## config.mk

```make
export PLATFORM = sky130hd
export DESIGN_NAME = tx_pkt_fifo
export DESIGN_NICKNAME = d
export VERILOG_FILES = /design/src/rtl/tx_pkt_fifo.sv
export SDC_FILE = /design/constraint.sdc
export NUM_CORES = 2
export LEC_CHECK = 0
export ABC_AREA = 1
export BUFFER_PORTS_ARGS = -buffer_cell sky130_fd_sc_hd__buf_2
export CAP_MARGIN = 20
export CORE_MARGIN = 3
export CORE_UTILIZATION = 37
export CTS_CLUSTER_DIAMETER = 100
export CTS_CLUSTER_SIZE = 24
export DETAILED_ROUTE_END_ITERATION = 8
export HOLD_SLACK_MARGIN = 0.12
export SLEW_MARGIN = 10
export SYNTH_ARGS = -nofsm -noshare
export SYNTH_HDL_FRONTEND = slang
export SYNTH_SLANG_ARGS = --single-unit
```

## constraint.sdc

```tcl
create_clock -name clk -period 4.76 [get_ports clk]
set_input_delay 0.714 -clock clk [delete_from_list [all_inputs] [get_ports clk]]
set_output_delay 0.714 -clock clk [all_outputs]
set_load 0.05 [all_outputs]
```

## src/rtl/tx_pkt_fifo.sv

```systemverilog
module tx_pkt_fifo #(
  parameter int DEPTH     = 256,
  parameter int HIGH_MARK = 224,
  parameter int LOW_MARK  = 64,
  localparam int AW = $clog2(DEPTH),
  localparam int CW = AW + 1
) (
  input  logic          clk,
  input  logic          rst,
  input  logic          wr_en,
  input  logic [7:0]    wr_data,
  input  logic          wr_eop,
  output logic          wr_avail,
  input  logic          rd_en,
  output logic [7:0]    rd_data,
  output logic          rd_eop,
  output logic          rd_avail,
  output logic          empty,
  output logic          rd_err,
  output logic [CW-1:0] fill,
  output logic [CW-1:0] pkt_cnt
);

  typedef enum logic {RD_OK, RD_FAULT} rd_state_t;

  logic [8:0]  mem [DEPTH];
  logic [AW:0] wp, rp;
  rd_state_t   rd_st;

  assign fill     = wp - rp;
  assign empty    = (wp == rp);
  assign wr_avail = fill < CW'(HIGH_MARK);
  assign rd_err   = (rd_st == RD_FAULT);
  assign {rd_eop, rd_data} = mem[rp[AW-1:0]];

  wire full   = (fill == CW'(DEPTH));
  wire wr_go  = wr_en && !full;
  wire rd_go  = rd_en && !empty;
  wire cnt_up = wr_go && wr_eop;
  wire cnt_dn = rd_go && rd_eop;

  always_ff @(posedge clk)
    if (wr_go) mem[wp[AW-1:0]] <= {wr_eop, wr_data};

  always_ff @(posedge clk) begin
    if (rst) begin
      wp       <= '0;
      rp       <= '0;
      pkt_cnt  <= '0;
      rd_avail <= 1'b0;
      rd_st    <= RD_OK;
    end else begin
      if (wr_go) wp <= wp + 1'b1;
      if (rd_go) rp <= rp + 1'b1;
      if (cnt_up && !cnt_dn)      pkt_cnt <= pkt_cnt + 1'b1;
      else if (cnt_dn && !cnt_up) pkt_cnt <= pkt_cnt - 1'b1;
      rd_avail <= (pkt_cnt != '0) || (fill >= CW'(LOW_MARK));
      if (rd_st == RD_OK && rd_en && empty) rd_st <= RD_FAULT;
    end
  end

endmodule

```

== Word-level counts from Yosys, hierarchy flattened ==
Memory sizes are Yosys's and may differ from the RTL's. A register that Yosys moved wholly into a read port is not among the register bits.
Cells that the tools add are included.
Storage, ports and cells
  register bits after elaboration: 29
  bits in writable memories: 2304
  bits of input ports: 13
  output and inout bits: 31
  logic and storage cells: 37
  memories: 1
Cells by class
  add/subtract/negate cells: 5
  $lt $le $gt $ge: 2
  eq/ne operators: 2
  mux-type cells: 6
  bitwise gates (word level): 1
  reductions and logical operators: 15
Memories
  mem: depth 256, width 9, rd ports 1, clocked after Yosys merged registers in 1, write ports 1, line 26  | logic [8:0] mem [DEPTH];
Operators with widths (number)
  adder 9 x 1 -> 9 bit (second input constant): 3
  2-to-1 mux 9 bit: 2
  2-to-1 mux 8 bit: 2
  == test 9 bit: 1
  == test 9 bit (second input constant): 1
  >= comparator 9 x 7 -> 1 bit (second input constant): 1
  less-than comparator 9 x 8 -> 1 bit (second input constant): 1
  nonzero test 9 bit: 1
  subtractor 9 x 1 -> 9 bit (second input constant): 1
  subtractor 9 bit: 1
  logical AND 1 bit: 8
  zero test 1 bit: 4
  2-to-1 mux 1 bit: 2
  nonzero test 2 bit: 1
  logical OR 1 bit: 1
  inverter 1 bit: 1

== Longest topological paths before layout ==
  word-level depth: 9
  depth in mapped cells: 26
  gate-level depth less buffers: 24

== Worst setup path before layout ==
No wires, ideal clock.
  path type: flip-flop to flip-flop
  from: register wp[0]
  to: register pkt_cnt[5]
  library setup time: 0.115 ns
  data arrival time: 3.857 ns
  data required time: 4.645 ns
  slack: 0.787 ns
  stages on the path, launching flop included: 21
  buffers on the path: 0
  clock period less this slack: 3.973 ns
  path through: dfxtp_1 > inv_1 > ha_1 > fa_1 > xnor2_1 > nor3_1 > nand2_1 > nor2_1 > nand3_2 > nand2_2 > nor2_1 > ha_1 > inv_1 > ha_1 > a21oi_1 > nand2_1 > a21oi_1 > o21ai_0 > xor2_1 > o21ai_0 > inv_1
On the way
  longest elaborated chain between the ends: 8
  elaborated cells between the ends (all ways): 15
  classes of those cells: add/sub: 1; eq/ne: 2; mux: 1; reduce/logical: 11
RTL lines
  from (decl): line 27  | logic [AW:0] wp, rp;
  from (signal assigned): line 53  | if (wr_go) wp <= wp + 1'b1;
  subtractor 9 bit (*): line 30  | assign fill = wp - rp;
  named net fill[2]: line 20  | output logic [CW-1:0] fill,
  == test 9 bit (*): line 36  | wire full = (fill == CW'(DEPTH));
  zero test 1 bit (*): line 37  | wire wr_go = wr_en && !full;
  logical AND 1 bit (*): line 37
  logical AND 1 bit (*): line 39  | wire cnt_up = wr_go && wr_eop;
  zero test 1 bit: line 56  | else if (cnt_dn && !cnt_up) pkt_cnt <= pkt_cnt - 1'b1;
  logical AND 1 bit: line 56
  nonzero test 2 bit (no line)
  to (signal assigned): line 55  | if (cnt_up && !cnt_dn) pkt_cnt <= pkt_cnt + 1'b1;
  to (signal assigned): line 56
  to (decl): line 21  | output logic [CW-1:0] pkt_cnt
Mark *: on every way through the listed nets, which the timed path passes. The rest lies on a longest branch.
A chain may end at the register's enable or synchronous reset.

==> impl_metrics.json <==
{
  "wl_um": 270000,
  "slew_headroom_pct": 32.7,
  "pwr_density_cell_nw_per_um2": 396,
  "r2r_end": "pkt_cnt[8]",
  "fmax_ghz": 0.214,
  "crit_fanout": 104,
  "drtPass1Iterations": 8,
  "drive_above_1_share_pct": 6.18,
  "layout.nets": 7998,
  "drtAntennaViolNets": 0,
  "synth_area_per_cell_sq_um": 11.8,
  "final_cells": 11400,
  "syn_to_final_growth_pct": 8.37,
  "cts_root_buf": "clkbuf_16",
  "antenna_found_initial": 9,
  "tightest_slew_ns": 1.01,
  "grt_max_degree": 110,
  "hold_violations": 0,
  "num_vias": 62400,
  "rsz0062_at_grt": "true",
  "fp.coreArea_sq_um": 255000,
  "timing.final.crit_period_ns": 4.67,
  "syn_area_sq_um": 95400,
  "cp.arrival_ns": 3.96,
  "ir_drop_mv": 0.279,
  "wire_per_inst_um": 23.8,
  "ys_seq_area_share_pct": 73.3,
  "dp_cells": 11200,
  "clock_latency_ns": 0.80,
  "cts.htree.levels": 3,
  "grt.total_usage_pct": 19.8,
  "r2r_slack_ns": 0.41,
  "skew_ns": 0.0420,
  "ys.flop_type": "edfxtp_1",
  "die_x_um": 514,
  "synth_cell_types": 38,
  "die_area_sq_um": 264000,
  "cts_buffers": 107,
  "cts_buffer_depth": 3,
  "io_buffers": 43,
  "die_h_um": 514,
  "start_util_pct": 37.4,
  "async_flop_share_pct": 0,
  "io-pin-count": 44,
  "grt.overflow.total": 0,
  "critPathCapture": "rd_data[4]",
  "worstPathRequired_ns": 4.05,
  "tritoncts": "yes",
  "cts.reportedPaths.clkPinSlew_ns": 0.10,
  "cp-end-kind": "primary output",
  "synth_seq_cells": 2341,
  "rr_worst_depth": 24,
  "first_global_vias": 59800,
  "fin_crit_sh_pct": 98.1,
  "cts_sinks": 2341,
  "hpwl_um": 159000,
  "vias_per_cell": 5.49,
  "hp-class": "input pin to register",
  "p_leak_nw": 34.9,
  "status": "finished clean",
  "drt_iter0_markers": 8200,
  "drc": 0,
  "synth-edff-count": 2304,
  "yosysWarnings": 0,
  "place_congestion": 0.894,
  "slew_violations": 0,
  "max-cap-violations": 0,
  "critical_path_class": "register to primary output",
  "timing.setup.tns_ns": 0,
  "finalSetupViolCount": 0,
  "syn_nets": 8136,
  "critPathLaunchType": "register",
  "rows": 185,
  "postSynthCellCount": 8100,
  "grt_pass1_wl_um": 398000
}
-- synth_stat cells, drive strengths merged, types with 3 or more instances --
master     n  area [sq um]
nand2   2434          9270
dfxtp     37           741
buf      295          1420
clkbuf   245           920
edfxtp  2304         69200
nor3      10          50.1
o21ai     20           108
a31oi      3          18.8
nor2     307          1270
nand3   2289         11500
inv       70           265
nand4      8          62.6
clkinv     4          15.0
ha        21           263
xor2       9          86.3
a21oi     33           169
-- worst max-delay path, cell delays in order, from the launching register on --
cell and delay [ns]:
dfxtp_4 0.52, buf_12 0.41, buf_4 0.40, nand2_1 0.08
nand3_1 0.09, nand3_1 0.14, nand3_1 0.19, nand3_1 0.18
nand3_1 0.19, nand3_2 0.24, nand2_1 0.15, nand2_1 0.06
nand2_1 0.24, buf_12 0.18
-- per-layer routing --
metal	track usage, %	vias up	share of wire [%]
li1	-	28300	-
met1	28.5	31100	42
met2	31.2	2581	46
met3	3.16	360	8.0
met4	5.72	6	3.1
met5	0	-	0.015
-- through the flow --
stage	hold WS, ns	worst slack [ns]	power (mW)	utilization, %	area [sq um]
3_5_place_dp	0.460	0.455	30.8	39.3	100000
6_report	0.271	0.0893	40.9	40.5	103000
2_1_floorplan	0.447	0.787	27.8	-	95400
3_3_place_gp	0.453	0.270	30.7	39.3	100000
4_1_cts	0.198	0.0102	41.0	40.4	103000
5_1_grt	0.246	-0.0336	42.4	40.5	103000
-- layout make-up --
type	instances	area, sq um
multi-input cells	5145	22900
clock inverters	4	32.5
repair buffers	293	3080
fillers	23800	152000
diodes	3	7.51
flip-flops and latches	2341	69900
inverters	74	322
well taps	3366	4210
clock buffers	143	2880
-- layout by cell type, fill, tap and decap left out, types with 3 or more instances in the layout --
cell type | synthesis | final
nor2_1 | 259 | 259
nand4_1 | 6 | 6
nand3_2 | 1 | 10
o21ai_0 | 18 | 18
dfxtp_1 | 37 | 31
ha_1 | 21 | 21
nand2_8 | 8 | 8
buf_16 | 0 | 3
dfxtp_4 | 0 | 5
clkbuf_1 | 245 | 33
nor3_1 | 10 | 10
a31oi_1 | 3 | 3
nand3_1 | 2288 | 2279
edfxtp_1 | 2304 | 2304
nand2_1 | 2425 | 2420
clkbuf_16 | 0 | 112
buf_2 | 149 | 25
nor2_2 | 48 | 48
buf_4 | 10 | 182
xor2_1 | 8 | 8
buf_12 | 1 | 57
buf_6 | 5 | 10
a21oi_1 | 32 | 32
buf_8 | 3 | 12
clkinv_1 | 4 | 6
inv_1 | 64 | 64
diode_2 | 0 | 3
nand2_2 | 1 | 6
-- worst min path at each step --
stage | startpoint | end | slack, ns | cells after the start
4_1_cts | wr_en | wp[1] | 0.20 | 4
3_3_place_gp | rd_err | rd_err | 0.45 | 2
5_1_grt | rst | rd_err | 0.25 | 2
2_1_floorplan | rp[8] | rp[8] | 0.45 | 2
3_5_place_dp | rd_err | rd_err | 0.46 | 2
6_report | wr_en | wp[1] | 0.27 | 4
-- flip-flops by register name (all words and copies together) (netlist names), named ones only --
| name | flops |
|---|---|
| mem | 2304 |
| pkt_cnt | 9 |
| rp | 9 |
| wp | 9 |
| rd_avail | 1 |
| rd_err | 1 |
-- power by group --
part	total (mW)	leakage (nW)	internal, mW	switching, mW
combinational	7.73	12.5	2.14	5.59
clock	10.5	1.41	4.23	6.22
sequential	22.7	21.0	22.6	0.0821
-- kinds of logic (layout without fill, tap and decap cells) --
| kind of cell | count (synthesis) | in the layout | synth area share, % |
|---|---|---|---|
| buf+inv | 614 | 514 | 2.74 |
| other cells | 0 | 3 | 0 |
| flops | 2341 | 2341 | 73.3 |
| compound gates | 60 | 60 | 0.341 |
| fa+ha+maj | 23 | 23 | 0.317 |
| xor+xnor | 11 | 11 | 0.109 |
| simple gates | 5051 | 5051 | 23.2 |
-- what timing repair did --
action / 4_1_cts / 5_1_grt
endpoints found under the setup margin: 8 / 8
hold buffers: 1 / 0
gates resized for setup: 18 / 21
buffers inserted: 0 / 3
endpoints found under the hold margin: 1 / 0
pin swaps: 0 / 0
gates cloned: 0 / 2
Power figures use the tool's default switching activity.
